===== config.mk =====
export PLATFORM = sky130hd
export DESIGN_NAME = stag_alu
export DESIGN_NICKNAME = d
export VERILOG_FILES = /design/src/rtl/stag_alu_pkg.sv /design/src/rtl/stag_alu_mux.sv /design/src/rtl/stag_alu_slice.sv /design/src/rtl/stag_alu.sv
export SDC_FILE = /design/constraint.sdc
export NUM_CORES = 1
export LEC_CHECK = 0
export ABC_AREA = 1
export ABC_CLOCK_PERIOD_IN_PS = 8000
export BUFFER_PORTS_ARGS = -buffer_cell sky130_fd_sc_hd__clkbuf_2
export CORE_ASPECT_RATIO = 2
export CORE_MARGIN = 2
export CORE_UTILIZATION = 40
export CTS_BUF_LIST = sky130_fd_sc_hd__clkbuf_16
export CTS_CLUSTER_SIZE = 10
export DETAILED_ROUTE_END_ITERATION = 12
export GPL_TIMING_DRIVEN = 1
export PLACE_DENSITY_LB_ADDON = 0.25
export SETUP_SLACK_MARGIN = 0.02
export SKIP_LAST_GASP = 1
export SLEW_MARGIN = 15
export SYNTH_ARGS = -nofsm -noshare
export SYNTH_HDL_FRONTEND = slang
export SYNTH_SLANG_ARGS = --single-unit
export TNS_END_PERCENT = 10

===== constraint.sdc =====
create_clock -name clk -period 8 [get_ports clk]
set_clock_uncertainty 0.15 [all_clocks]
set_input_delay 0.8 -clock clk [delete_from_list [all_inputs] [get_ports clk]]
set_output_delay 0.8 -clock clk [all_outputs]
set_load 0.03 [all_outputs]

===== src/rtl/stag_alu_pkg.sv =====
package stag_alu_pkg;

    // Opcode values
    localparam logic [2:0] OP_ADD  = 3'd0;
    localparam logic [2:0] OP_AND  = 3'd1;
    localparam logic [2:0] OP_OR   = 3'd2;
    localparam logic [2:0] OP_XOR  = 3'd3;
    localparam logic [2:0] OP_SX8  = 3'd4;
    localparam logic [2:0] OP_SX16 = 3'd5;
    localparam logic [2:0] OP_PASS = 3'd6;

    // Bypass source encoding
    typedef enum logic [1:0] {
        SRC_SELF = 2'd0,
        SRC_PEER = 2'd1,
        SRC_LOAD = 2'd2,
        SRC_DEEP = 2'd3
    } src_e;

endpackage


===== src/rtl/stag_alu_mux.sv =====
module stag_alu_mux
    import stag_alu_pkg::*;
#(
    parameter int W = 16
) (
    input  logic [1:0]   sel_i,
    input  logic [W-1:0] self_i,
    input  logic [W-1:0] peer_i,
    input  logic [W-1:0] load_i,
    input  logic [W-1:0] deep_i,
    output logic [W-1:0] out_o
);

    always_comb begin
        case (src_e'(sel_i))
            SRC_SELF: out_o = self_i;
            SRC_PEER: out_o = peer_i;
            SRC_LOAD: out_o = load_i;
            default:  out_o = deep_i;
        endcase
    end

endmodule


===== src/rtl/stag_alu_slice.sv =====
module stag_alu_slice
    import stag_alu_pkg::*;
#(
    parameter int HALF_W = 16,
    parameter int LANE_W = 8,
    parameter bit IS_LO  = 1'b1
) (
    input  logic [HALF_W-1:0]        a_i,
    input  logic [HALF_W-1:0]        b_i,
    input  logic [2:0]               op_i,
    input  logic                     inv_i,
    input  logic                     cin_op_i,
    input  logic                     cin_ext_i,
    input  logic [HALF_W/LANE_W-1:0] blk_i,
    input  logic                     sgn_i,
    output logic [HALF_W-1:0]        res_o,
    output logic                     cout_o
);

    localparam int LPH = HALF_W / LANE_W;

    logic [HALF_W-1:0] bx;
    logic [HALF_W-1:0] sum;
    logic [HALF_W-1:0] sext;
    logic [LPH:0]      lane_c;
    logic [LPH-1:0]    lane_in;

    assign bx        = inv_i ? ~b_i : b_i;
    assign lane_c[0] = cin_ext_i;
    assign cout_o    = lane_c[LPH];

    // One adder per byte lane; a cut boundary feeds the operation carry-in
    for (genvar j = 0; j < LPH; j++) begin : g_lane
        assign lane_in[j] = blk_i[j] ? cin_op_i : lane_c[j];
        assign {lane_c[j+1], sum[j*LANE_W +: LANE_W]} =
            {1'b0, a_i[j*LANE_W +: LANE_W]} +
            {1'b0, bx[j*LANE_W +: LANE_W]} +
            {{LANE_W{1'b0}}, lane_in[j]};
    end

    // Sign extension differs between the low and the high slice
    if (IS_LO) begin : g_sext_lo
        assign sext = (op_i == OP_SX8)
                    ? {{(HALF_W-LANE_W){sgn_i}}, a_i[LANE_W-1:0]}
                    : a_i;
    end else begin : g_sext_hi
        assign sext = {HALF_W{sgn_i}};
    end

    always_comb begin
        case (op_i)
            OP_ADD:  res_o = sum;
            OP_AND:  res_o = a_i & bx;
            OP_OR:   res_o = a_i | bx;
            OP_XOR:  res_o = a_i ^ bx;
            OP_SX8,
            OP_SX16: res_o = sext;
            default: res_o = a_i;
        endcase
    end

endmodule


===== src/rtl/stag_alu.sv =====
module stag_alu
    import stag_alu_pkg::*;
#(
    parameter int HALF_W = 16,
    parameter int LANE_W = 8
) (
    input  logic                              clk,
    input  logic                              rst_n,
    input  logic                              in_valid,
    input  logic [2:0]                        in_op,
    input  logic                              in_inv_b,
    input  logic                              in_cin,
    input  logic [2*(HALF_W/LANE_W)-2:0]      in_blk,
    input  logic [1:0]                        in_sel_a,
    input  logic [1:0]                        in_sel_b,
    input  logic [2*HALF_W-1:0]               peer_res,
    input  logic [2*HALF_W-1:0]               load_res,
    input  logic [2*HALF_W-1:0]               deep_res,
    output logic                              lo_valid,
    output logic [HALF_W-1:0]                 lo_res,
    output logic                              hi_valid,
    output logic [HALF_W-1:0]                 hi_res,
    output logic                              flg_valid,
    output logic                              flg_c,
    output logic                              flg_z,
    output logic                              flg_n,
    output logic                              flg_v
);

    localparam int WORD_W = 2 * HALF_W;
    localparam int LPH    = HALF_W / LANE_W;
    localparam int NLANE  = 2 * LPH;
    localparam int MSB    = HALF_W - 1;

    typedef struct packed {
        logic              v;
        logic [2:0]        op;
        logic              inv;
        logic              cin;
        logic [LPH-1:0]    blk_hi;
        logic [1:0]        sa;
        logic [1:0]        sb;
        logic              sgn;
        logic              cout;
        logic [HALF_W-1:0] res;
    } st1_t;

    typedef struct packed {
        logic              v;
        logic [2:0]        op;
        logic              lo_zero;
        logic              c_out;
        logic              c_msb;
        logic [HALF_W-1:0] res;
    } st2_t;

    typedef struct packed {
        logic v;
        logic c;
        logic z;
        logic n;
        logic ov;
    } st3_t;

    typedef struct packed {
        st1_t s1;
        st2_t s2;
        st3_t s3;
    } pipe_t;

    pipe_t q, d;

    logic [HALF_W-1:0] a_lo, b_lo, a_hi, b_hi;
    logic [HALF_W-1:0] lo_sum, hi_sum;
    logic              lo_cout, hi_cout;
    logic              arith;

    // Operand muxes: low halves at issue, high halves one cycle later
    stag_alu_mux #(.W(HALF_W)) u_mux_a_lo (
        .sel_i(in_sel_a), .self_i(q.s1.res),
        .peer_i(peer_res[HALF_W-1:0]), .load_i(load_res[HALF_W-1:0]),
        .deep_i(deep_res[HALF_W-1:0]), .out_o(a_lo)
    );
    stag_alu_mux #(.W(HALF_W)) u_mux_b_lo (
        .sel_i(in_sel_b), .self_i(q.s1.res),
        .peer_i(peer_res[HALF_W-1:0]), .load_i(load_res[HALF_W-1:0]),
        .deep_i(deep_res[HALF_W-1:0]), .out_o(b_lo)
    );
    stag_alu_mux #(.W(HALF_W)) u_mux_a_hi (
        .sel_i(q.s1.sa), .self_i(q.s2.res),
        .peer_i(peer_res[WORD_W-1:HALF_W]), .load_i(load_res[WORD_W-1:HALF_W]),
        .deep_i(deep_res[WORD_W-1:HALF_W]), .out_o(a_hi)
    );
    stag_alu_mux #(.W(HALF_W)) u_mux_b_hi (
        .sel_i(q.s1.sb), .self_i(q.s2.res),
        .peer_i(peer_res[WORD_W-1:HALF_W]), .load_i(load_res[WORD_W-1:HALF_W]),
        .deep_i(deep_res[WORD_W-1:HALF_W]), .out_o(b_hi)
    );

    stag_alu_slice #(.HALF_W(HALF_W), .LANE_W(LANE_W), .IS_LO(1'b1)) u_slice_lo (
        .a_i(a_lo), .b_i(b_lo), .op_i(in_op), .inv_i(in_inv_b),
        .cin_op_i(in_cin), .cin_ext_i(in_cin),
        .blk_i({in_blk[LPH-2:0], 1'b0}), .sgn_i(a_lo[LANE_W-1]),
        .res_o(lo_sum), .cout_o(lo_cout)
    );

    stag_alu_slice #(.HALF_W(HALF_W), .LANE_W(LANE_W), .IS_LO(1'b0)) u_slice_hi (
        .a_i(a_hi), .b_i(b_hi), .op_i(q.s1.op), .inv_i(q.s1.inv),
        .cin_op_i(q.s1.cin), .cin_ext_i(q.s1.cout),
        .blk_i(q.s1.blk_hi), .sgn_i(q.s1.sgn),
        .res_o(hi_sum), .cout_o(hi_cout)
    );

    assign arith = (q.s2.op == OP_ADD);

    always_comb begin
        d = q;
        // Stage 1: low half
        d.s1.v = in_valid;
        if (in_valid) begin
            d.s1.op     = in_op;
            d.s1.inv    = in_inv_b;
            d.s1.cin    = in_cin;
            d.s1.blk_hi = in_blk[NLANE-2:LPH-1];
            d.s1.sa     = in_sel_a;
            d.s1.sb     = in_sel_b;
            d.s1.sgn    = (in_op == OP_SX8) ? a_lo[LANE_W-1] : a_lo[MSB];
            d.s1.cout   = lo_cout;
            d.s1.res    = lo_sum;
        end
        // Stage 2: high half
        d.s2.v = q.s1.v;
        if (q.s1.v) begin
            d.s2.op      = q.s1.op;
            d.s2.lo_zero = (q.s1.res == '0);
            d.s2.c_out   = hi_cout;
            d.s2.c_msb   = a_hi[MSB] ^ b_hi[MSB] ^ q.s1.inv ^ hi_sum[MSB];
            d.s2.res     = hi_sum;
        end
        // Stage 3: flags
        d.s3.v = q.s2.v;
        if (q.s2.v) begin
            d.s3.c  = arith & q.s2.c_out;
            d.s3.ov = arith & (q.s2.c_out ^ q.s2.c_msb);
            d.s3.z  = q.s2.lo_zero & (q.s2.res == '0);
            d.s3.n  = q.s2.res[MSB];
        end
    end

    always_ff @(posedge clk) begin
        if (!rst_n) q <= '0;
        else        q <= d;
    end

    assign lo_valid  = q.s1.v;
    assign lo_res    = q.s1.res;
    assign hi_valid  = q.s2.v;
    assign hi_res    = q.s2.res;
    assign flg_valid = q.s3.v;
    assign flg_c     = q.s3.c;
    assign flg_z     = q.s3.z;
    assign flg_n     = q.s3.n;
    assign flg_v     = q.s3.ov;

    p_issue_to_lo_r1: assert property (@(posedge clk) disable iff (!rst_n)
        in_valid |=> lo_valid);

    p_lo_to_hi_r2: assert property (@(posedge clk) disable iff (!rst_n)
        lo_valid |=> hi_valid);

    p_hi_to_flags_r3: assert property (@(posedge clk) disable iff (!rst_n)
        hi_valid |=> flg_valid);

    p_logic_no_carry_r3: assert property (@(posedge clk) disable iff (!rst_n)
        (q.s2.v && q.s2.op != OP_ADD) |=> (!flg_c && !flg_v));

    p_high_nonzero_r3: assert property (@(posedge clk) disable iff (!rst_n)
        (hi_valid && hi_res != '0) |=> !flg_z);

    p_zero_not_neg_r3: assert property (@(posedge clk) disable iff (!rst_n)
        flg_z |-> !flg_n);

    p_hold_lo_r11: assert property (@(posedge clk) disable iff (!rst_n)
        !in_valid |=> $stable(lo_res));

    p_hold_hi_r11: assert property (@(posedge clk) disable iff (!rst_n)
        !lo_valid |=> $stable(hi_res));

endmodule


**After elaboration in Yosys (flattened, before gate mapping)**

Cells that the tools add are included.
Widths: inputs -> output; s select.

- Input port bits: 111
- Register bits after elaboration: 58
- Word-level logic and storage cells: 86
- Output and inout port bits: 39

- Equality and inequality tests: 18
- Add/sub/neg operators: 8
- Reduce and logical (&&, ||, !) cells: 11
- Multiplexer cells: 13
- Bitwise logic cells: 15

Operator list:

| kind | count |
|---|---|
| $pmux 16 s3 | 4 |
| $pmux 16 s5 | 2 |
| $mux 16 | 3 |
| $add 8x8->9 | 4 |
| $add 9x1->9 | 4 |
| $and 16x16->16 | 2 |
| $logic_not 16->1 | 2 |
| $not 16->16 | 2 |
| $or 16x16->16 | 2 |
| $xor 16x16->16 | 2 |
| $eq 3x2->1 const B | 4 |
| $eq 3x3->1 const B | 4 |
| $logic_not 3->1 | 3 |
| $eq 2x1->1 const B | 4 |
| $eq 2x2->1 const B | 4 |
| $logic_not 2->1 | 4 |
| $eq 3x1->1 const B | 2 |
| $mux 1 | 4 |
| $reduce_or 2->1 | 2 |
| $xor 1x1->1 | 4 |
| $and 1x1->1 | 3 |

**Longest topological paths before layout**

Gate-level depths: netlist (run 1).

- Word-level depth: 10
- Depth in mapped cells: 28
- Gate-level depth less buffers: 27

**Modules after synthesis**

Synthesis (run 1) repeated with hierarchy kept, for this count alone.

- Cells, all modules: 1,350
- Area, all modules: 8,242.9 µm²

By module, submodules not included:

| module | times used | cells each | seq. area each (µm²) | area an instance (µm²) |
|---|---|---|---|---|
| stag_alu | 1 | 321 | 1,161.1 | 2,466.1 |
| stag_alu_mux | 4 | 94 | 0.0 | 524.3 |
| stag_alu_slice at u_slice_lo | 1 | 338 | 0.0 | 1,880.6 |
| stag_alu_slice at u_slice_hi | 1 | 315 | 0.0 | 1,799.2 |

**Worst setup path before layout (run 1)**

OpenSTA, ideal clock, no wires.

- Path kind: input to register
- Start point: input in_sel_b[0]
- End point: register q, in the netlist lo_res[8]
- Arrival: 3.853 ns
- Stages: 22
- Library setup time: 0.132 ns
- Path slack: 3.865 ns
- Required time: 7.718 ns
- Cell sequence: buf_2 nor2_2 buf_2 nand2_1 nand4_1 xnor2_1 fa_1 fa_1 inv_1 nand2_1 o211ai_1 nand2_1 a21oi_1 o21ai_0 inv_1 fa_1 nand2_1 nand2_1 nor3_1 nand2_1 nand2_1 a21oi_1

- Word-level cells in the longest chain between the ends: 9

Ends and longest elaborated chain:

| what | line | RTL |
|---|---|---|
| start: declaration | stag_alu.sv:15 | `input logic [1:0] in_sel_b,` |
| $eq 2x2->1 (tied with other cells) | stag_alu_mux.sv:15 | `case (src_e'(sel_i))` |
| $pmux 16 s3 * | stag_alu_mux.sv:15 |  |
| $not 16->16 | stag_alu_slice.sv:28 | `assign bx = inv_i ? ~b_i : b_i;` |
| $mux 16 * | stag_alu_slice.sv:28 |  |
| $add 8x8->9 | stag_alu_slice.sv:36 | `{1'b0, a_i[j*LANE_W +: LANE_W]} +` |
| $add 9x1->9 | stag_alu_slice.sv:37 | `{1'b0, bx[j*LANE_W +: LANE_W]} +` |
| $mux 1 | stag_alu_slice.sv:34 | `assign lane_in[j] = blk_i[j] ? cin_op_i : lane_c[j];` |
| $add 9x1->9 | stag_alu_slice.sv:37 |  |
| $pmux 16 s5 * | stag_alu_slice.sv:51 | `case (op_i)` |
| end signal: assignment | stag_alu.sv:151 | `if (!rst_n) q <= '0;` |
| end signal: assignment | stag_alu.sv:152 | `else q <= d;` |
| end: declaration | stag_alu.sv:71 | `pipe_t q, d;` |

Mark *: on every way between the ends. The rest lies on a longest branch, timed or not.
A chain may end at the register's enable or synchronous reset.

**Worst setup path in the final report (run 1)**

- Start point: register q[46] in the netlist's numbering
- End point: register q[21] in the netlist's numbering

- Word-level cells in the longest chain between the ends: 10

Ends and longest elaborated chain:

| what | line | RTL |
|---|---|---|
| $eq 2x2->1 (tied with other cells) | stag_alu_mux.sv:15 |  |
| $pmux 16 s3 * | stag_alu_mux.sv:15 |  |
| $not 16->16 | stag_alu_slice.sv:28 |  |
| $mux 16 | stag_alu_slice.sv:28 |  |
| $add 8x8->9 | stag_alu_slice.sv:36 |  |
| $add 9x1->9 | stag_alu_slice.sv:37 |  |
| $mux 1 | stag_alu_slice.sv:34 |  |
| $add 9x1->9 | stag_alu_slice.sv:37 |  |
| $pmux 16 s5 | stag_alu_slice.sv:51 |  |
| $xor 1x1->1 * | stag_alu.sv:137 | `d.s2.c_msb = a_hi[MSB] ^ b_hi[MSB] ^ q.s1.inv ^ hi_sum[MSB];` |

Marks and branches as above.

==> results of run 1 <==
==> worst min-delay path by stage <==
stage                  startpoint                 end  slack [ns]
6_report       flg_z$_SDFFE_PN0P_  flg_z$_SDFFE_PN0P_        0.32
5_1_grt        flg_z$_SDFFE_PN0P_  flg_z$_SDFFE_PN0P_        0.35
4_1_cts        flg_z$_SDFFE_PN0P_  flg_z$_SDFFE_PN0P_        0.32
3_5_place_dp   flg_z$_SDFFE_PN0P_  flg_z$_SDFFE_PN0P_        0.31
3_3_place_gp   flg_z$_SDFFE_PN0P_  flg_z$_SDFFE_PN0P_        0.32
2_1_floorplan  q[51]$_SDFFE_PN0P_  q[51]$_SDFFE_PN0P_        0.30
==> stage by stage <==
stage	hold WS, ns	instance area (sq um)	power [uW]
after floorplan	0.303	7720	864
after global placement	0.316	8350	1070
after detailed placement	0.310	8350	1080
after CTS	0.320	8660	1490
after global routing	0.346	8660	1600
final	0.322	8660	1500
==> power by group through the flow <==
stage	Combinational [uW]	Clock (uW)	Sequential, uW
6_report	734	417	353
5_1_grt	810	433	355
4_1_cts	723	420	352
3_5_place_dp	718	0	358
3_3_place_gp	714	0	358
2_1_floorplan	525	0	340
==> kinds of logic (layout without fill, tap and decap cells) <==
| logic type | Yosys count | count (layout) | synth area share |
|---|---|---|---|
| multiplexers | 1 | 1 | 0.00130 |
| AND/OR/NAND/NOR | 601 | 601 | 0.345 |
| adder cells (fa/ha/maj) | 70 | 70 | 0.119 |
| buffers and inverters | 238 | 331 | 0.141 |
| XOR/XNOR | 31 | 31 | 0.0352 |
| AO/OA/AOI/OAI | 300 | 300 | 0.207 |
| flip-flops | 58 | 58 | 0.150 |
==> metal layers <==
metal / track usage / up-vias
li1: - / 4437
met1: 0.266 / 4239
met2: 0.575 / 400
met3: 0.0477 / 144
met4: 0.266 / 0
met5: 0 / -
==> area by class of cell <==
| class | count | area, sq um |
|---|---|---|
| inverter | 156 | 586 |
| timing repair buffer | 159 | 821 |
| clock buffer | 9 | 225 |
| clock inverter | 7 | 85.1 |
| multi-input combinational | 1003 | 5470 |
| tap | 255 | 319 |
| fill | 2117 | 10200 |
| sequential | 58 | 1160 |
==> worst register-to-register path: cells and delay by family (launching register included) <==
kind / cells / cell delay, ns
adders and majority gates: 2 / 0.84
DFF: 1 / 0.74
buffers and inverters: 4 / 0.52
AOI/OAI and AO/OA: 4 / 0.48
xor gates and xnor gates: 1 / 0.33
and+or+nand+nor: 16 / 1.75
==> layout by cell type (no fill, tap or decap), types with 9 or more instances in the layout <==
| master | instances |
|---|---|
| a21oi_1 | 82 |
| nor2_1 | 54 |
| ha_1 | 64 |
| o22ai_1 | 16 |
| xor2_1 | 30 |
| inv_1 | 144 |
| nand4_1 | 15 |
| buf_4 | 10 |
| clkbuf_16 | 9 |
| nand2_1 | 343 |
| o21ai_1 | 30 |
| nand3_1 | 134 |
| o211ai_1 | 10 |
| inv_2 | 12 |
| nand2_2 | 9 |
| dfxtp_1 | 58 |
| or2_2 | 12 |
| clkbuf_2 | 149 |
| o21ai_0 | 144 |
==> key figures, run 1 <==
Finish
  – Ratio of cells with drive above 1 in the final layout: 0.159
  – Final cell count without fillers: 1647
  – Max reg flops: 19
  – Top reg by flops: q
  – Final nets: 1568
  – Area grow syn2layout: 12.2%
  – Final Util: 0.460
  – Antenna fix cells: 0

Setup path
  – CP max stage delay: 0.74 ns
  – Worst r2r src: q[46]$_SDFFE_PN0P_
  – Crit path max fanout: 22
  – CP endpoint: q[21]$_SDFFE_PN0P_
  – WP buf/inv: 4
  – Startpoint Class: flop
  – Most common cell on crit path: nand2_1
  – Setup Crit Path Kind: reg2reg
  – Critical Path RT: 8.09 ns
  – Crit path depth: 27
  – Worst flop-to-flop path endpoint: q[21]$_SDFFE_PN0P_
  – Worst setup path startpoint: q[46]$_SDFFE_PN0P_
  – Cell with the largest stage delay on the worst path: dfxtp_1
  – Flop-to-flop setup slack: 3.13 ns
  – Cells on worst reg2reg path: 27
  – Crit path DAT: 4.96 ns
  – Worst path top cell family by delay: simple AND/OR/NAND/NOR gates
  – Crit path capture type: flop

Synthesis
  – Synth top cells by count: nand2_1, o21ai_0, inv_1
  – Mapped Area: 7720 sq um
  – Largest cells by area after synthesis: nand2_1, dfxtp_1, ha_1
  – Share of flip-flops with an asynchronous set or reset: 0
  – Largest area contributor in the netlist: nand2_1
  – Top cell type's share of synthesized area: 0.167
  – Synth unique cells: 47
  – #FFs+latches synth: 58
  – Syn_area_per_cell: 5.94 sq um
  – Mapped Nets: 1480
  – Sequential share of the synthesized area: 0.150
  – Yosys warnings: 0
  – Syn Inst Count: 1299
  – Count leader, synth: nand2_1
  – Number of flops mapped to enable cells by yosys: 0
  – Synth Flop Type: dfxtp_1

STA
  – Worst rel slew slack: 0.274
  – Endpoints failing setup: 0
  – Final WS setup: 3.13 ns
  – Final Cycle Share: 0.609
  – Hold Vio Cnt, Final: 0
  – Worst Tran Pin Value: 1.08 ns
  – Fmax: 205 MHz
  – Setup TNS: 0 ns
  – Unrepaired setup endpoints after global routing: false
  – Fin crit period: 4.87 ns
  – Final Slew Violations: 0

Route
  – Initial DRC Count: 474
  – Met3 WL post-DR: 1690 microns
  – DRC Markers: 0
  – Vias post-DR: 9220
  – Top sig layer: met4
  – Drt first pass iters: 5
  – Post-DR vias/cell: 5.60
  – Final antenna-violating net count: 0
  – Met1 wire length: 9800 microns
  – Drt wl/cell: 19.2 microns
  – Wirelength, routed: 31600 microns
  – WL met2: 17100 microns

Global route
  – Global route overflow: 0
  – Total GRT Usage: 0.307
  – Largest net degree at the start of global routing: 32
  – Vias in the first global route: 9257
  – Initial antenna violation count: 0
  – First-pass GRT wire length: 47900 microns

Floorplan
  – Die X: 102 microns
  – IO Count: 150
  – Core Area: 18800 sq um
  – FP Rows: 71
  – Chip Height: 200 microns
  – Initial Util: 0.410
  – DIE AREA: 20500 sq um

Run
  – Number of max-cap violations: 0

Power
  – Sw Pwr: 678 uW
  – Sw Ratio: 0.451
  – Comb pwr share: 0.488
  – Clock share of power: 0.277
  – Power per cell area: 174 nW/um^2
  – Part of the power in registers: 0.235
  – Int Pwr: 825 uW
  – P_leak: 0.00446 uW
  – Max VDD drop: 0.107 mV

Clocking
  – Clock latency at the later pin of the worst-skew pair: 0.35 ns
  – CTS Buf Count: 9
  – Num Clock Sinks: 58
  – CTS tree: yes
  – Htree depth: 3
  – Worst-path clk slew: 0.06 ns
  – Root Driver: clkbuf_16
  – # hold bufs at CTS: 0
  – Bufs on Longest Clock Path: 2
  – Post-CTS setup buffers: 0
  – Resize count post-CTS: 0

Placed design
  – PortBufs: 149
  – Dpl ws: 2.87 ns
  – Placed insts: 1631
  – Placer Congestion: 0.958
  – Final HPWL DP: 24700 microns

Min path
  – Worst min path class: reg2reg
  – Hold Path Depth: 2

Outcome
  – Outcome: complete, no violations
No activity file was read; power rests on OpenSTA's default activity.
==> run 2: changes to the inputs <==
--- a/config.mk
+++ b/config.mk
@@ -6,7 +6,7 @@
 export NUM_CORES = 1
 export LEC_CHECK = 0
 export ABC_AREA = 1
-export ABC_CLOCK_PERIOD_IN_PS = 8000
+export ABC_CLOCK_PERIOD_IN_PS = 5100
 export BUFFER_PORTS_ARGS = -buffer_cell sky130_fd_sc_hd__clkbuf_2
 export CORE_ASPECT_RATIO = 2
 export CORE_MARGIN = 2
==> constraint.sdc (replaced) <==
create_clock -name clk -period 5.1 [get_ports clk]
set_clock_uncertainty 0.15 [all_clocks]
set_input_delay 0.51 -clock clk [delete_from_list [all_inputs] [get_ports clk]]
set_output_delay 0.51 -clock clk [all_outputs]
set_load 0.03 [all_outputs]
==> run 2 against run 1 <==
Design area is 1.7% higher. Critical path depth shrank 1. Cell count rose by 0.85%. Hold slack got worse by 0.055 ns. Count of clock-buffer cells in the layout unchanged. Sequential power increased by 56%. Global-route usage up 0.44 points. Via count up 2.0%. Worst setup slack got worse by 2.7 ns. Combinational power up 58%.
==> key figures, run 2 (synthesized netlist as in run 1, its figures left out) <==
Finish
  – Top reg by flops: q
  – Ratio of cells with drive above 1 in the final layout: 0.169 (+0.0105)
  – Final cell count without fillers: 1661 (+0.85%)
  – Most frequent cells in the layout: nand2_1, clkbuf_2, o21ai_0
  – Antenna fix cells: 0 (unchanged)
  – Final nets: 1582 (+0.89%)
  – Area grow syn2layout: 14.1%
  – Max reg flops: 19 (unchanged)
  – Most common cell after layout, fill and taps aside: nand2_1
  – Footprint of the multi-input gates: 5470 sq um (unchanged)
  – Finished Cell Area: 8810 sq um (+1.7%)
  – Fill count: 2108 (-0.43%)
  – FF+latch area: 1160 sq um (unchanged)

Clocking
  – Resize count post-CTS: 0 (unchanged)
  – Clock latency at the later pin of the worst-skew pair: 0.34 ns (about the same)
  – Htree depth: 3 (unchanged)
  – CTS Buf Count: 9 (unchanged)
  – Root Driver: clkbuf_16
  – CTS tree: yes
  – Worst-path clk slew: 0.06 ns (about the same)
  – Post-CTS setup buffers: 0 (unchanged)
  – Bufs on Longest Clock Path: 2 (unchanged)
  – # hold bufs at CTS: 0 (unchanged)
  – Num Clock Sinks: 58 (unchanged)

Run
  – Number of max-cap violations: 0 (unchanged)

Global route
  – Initial antenna violation count: 0 (unchanged)
  – Largest net degree at the start of global routing: 33 (+3.1%)
  – Global route overflow: 0 (unchanged)
  – Vias in the first global route: 9225 (-0.35%)
  – Total GRT Usage: 0.311 (+0.00439)
  – First-pass GRT wire length: 48800 microns (+1.8%)

STA
  – Fin crit period: 4.64 ns (-0.234 ns)
  – Final Cycle Share: 0.910 (+0.301)
  – Worst rel slew slack: 0.212 (-0.0625)
  – Unrepaired setup endpoints after global routing: false
  – Endpoints failing setup: 0 (unchanged)
  – Fmax: 216 MHz (+5.0%)
  – Setup TNS: 0 ns (unchanged)
  – Final Slew Violations: 0 (unchanged)
  – Worst Tran Pin Value: 1.18 ns (+0.0998 ns)
  – Hold Vio Cnt, Final: 0 (unchanged)

Power
  – Max VDD drop: 0.147 mV (+38%)
  – P_leak: 0.00454 uW (+1.8%)
  – Power per cell area: 278 nW/um^2 (+60%)
  – Total Power: 2450 uW (+63%)

Route
  – Drt wl/cell: 19.4 microns (+0.73%)
  – DRC Markers: 0 (unchanged)
  – Final antenna-violating net count: 0 (unchanged)
  – Vias post-DR: 9406 (+2.0%)
  – Drt first pass iters: 5 (unchanged)
  – Initial DRC Count: 424 (-11%)
  – Wirelength, routed: 32100 microns (+1.6%)
  – Post-DR vias/cell: 5.66 (+1.2%)

Setup path
  – Setup Crit Path Kind: reg2reg
  – Startpoint Class: flop
  – Flop-to-flop setup slack: 0.46 ns (-2.67 ns)
  – Crit path max fanout: 9 (-59%)
  – Crit path DAT: 4.72 ns (-0.24 ns)
  – Critical Path RT: 5.18 ns (-2.91 ns)
  – Crit path capture type: flop

Floorplan
  – IO Count: 150 (unchanged)
  – FP Rows: 71 (unchanged)
  – DIE AREA: 20500 sq um (unchanged)
  – Chip Height: 200 microns (unchanged)
  – Die X: 102 microns (unchanged)
  – Initial Util: 0.410 (unchanged)
  – Core Area: 18800 sq um (unchanged)

Placed design
  – Dpl cell area: 8460 sq um (+1.3%)
  – Final HPWL DP: 25100 microns (+1.5%)
  – Placed insts: 1645 (+0.86%)
  – Placer Congestion: 1.05 (+9.6%)
  – PortBufs: 149 (unchanged)

Outcome
  – Outcome: complete, no violations

Min path
  – Worst min path class: in2reg
run 2: cell types whose count changed in the layout (fill, tap and decap cells not counted), sizes merged:
cell,change
buf,+14
bufinv,+1
clkinv,-1
run 2: layout make-up:
cell class | count | area share
multi-input cells | 1003 | 0.621
flip-flops and latches | 58 | 0.132
repair buffers | 173 | 0.105
inverters | 156 | 0.0665
well taps | 255 | 0.0362
clock buffers | 9 | 0.0256
clock inverters | 7 | 0.0142
run 2: path summary, 6_finish.rpt:
kind                           start                  to  cells after the start
hold / removal             in_blk[1]  q[50]$_SDFFE_PN0P_                      3
hold reg to reg   flg_z$_SDFFE_PN0P_  flg_z$_SDFFE_PN0P_                      2
setup reg to reg  q[47]$_SDFFE_PN0P_  q[21]$_SDFFE_PN0P_                     26
setup / recovery  q[47]$_SDFFE_PN0P_  q[21]$_SDFFE_PN0P_                     26
run 2: layer usage:
layer,up-vias,track usage,part of all wire
met5,-,0,0
met3,157,0.0404,0.056
met1,4322,0.294,0.32
met4,0,0.270,0.10
met2,451,0.561,0.53
li1,4476,-,-
run 2: worst max-delay path, cell delays in order (launching register included):
cell      delay [ns]
dfxtp_1         0.32
nor2_1          0.53
buf_4           0.28
nand2_1         0.07
nand3_1         0.10
o21ai_1         0.09
xor2_1          0.40
inv_1           0.09
ha_1            0.25
a21oi_1         0.22
nand2b_1        0.16
nand3_1         0.07
nand2_1         0.08
a21oi_1         0.07
o22ai_1         0.13
inv_1           0.13
fa_1            0.48
nand3_1         0.09
nand3_1         0.13
nand2_1         0.14
nand2_1         0.06
nand2_1         0.08
nand3_1         0.09
nand2_1         0.13
nand3_1         0.07
nand2_1         0.06
nor2_1          0.06
run 2: through the flow:
stage	worst slack, ns	hold slack, ns	util
2_1_floorplan	1.25	0.303	-
3_3_place_gp	0.522	0.324	0.449
3_5_place_dp	0.421	0.330	0.449
4_1_cts	0.534	0.270	0.468
5_1_grt	0.0816	0.302	0.468
6_report	0.460	0.266	0.468
run 2: power by group:
part,internal (uW),leakage [uW],switching (uW)
clock network,482,0.000170,254
logic,393,0.00390,771
registers,489,0.000477,60.3
total,1360,0.00454,1090
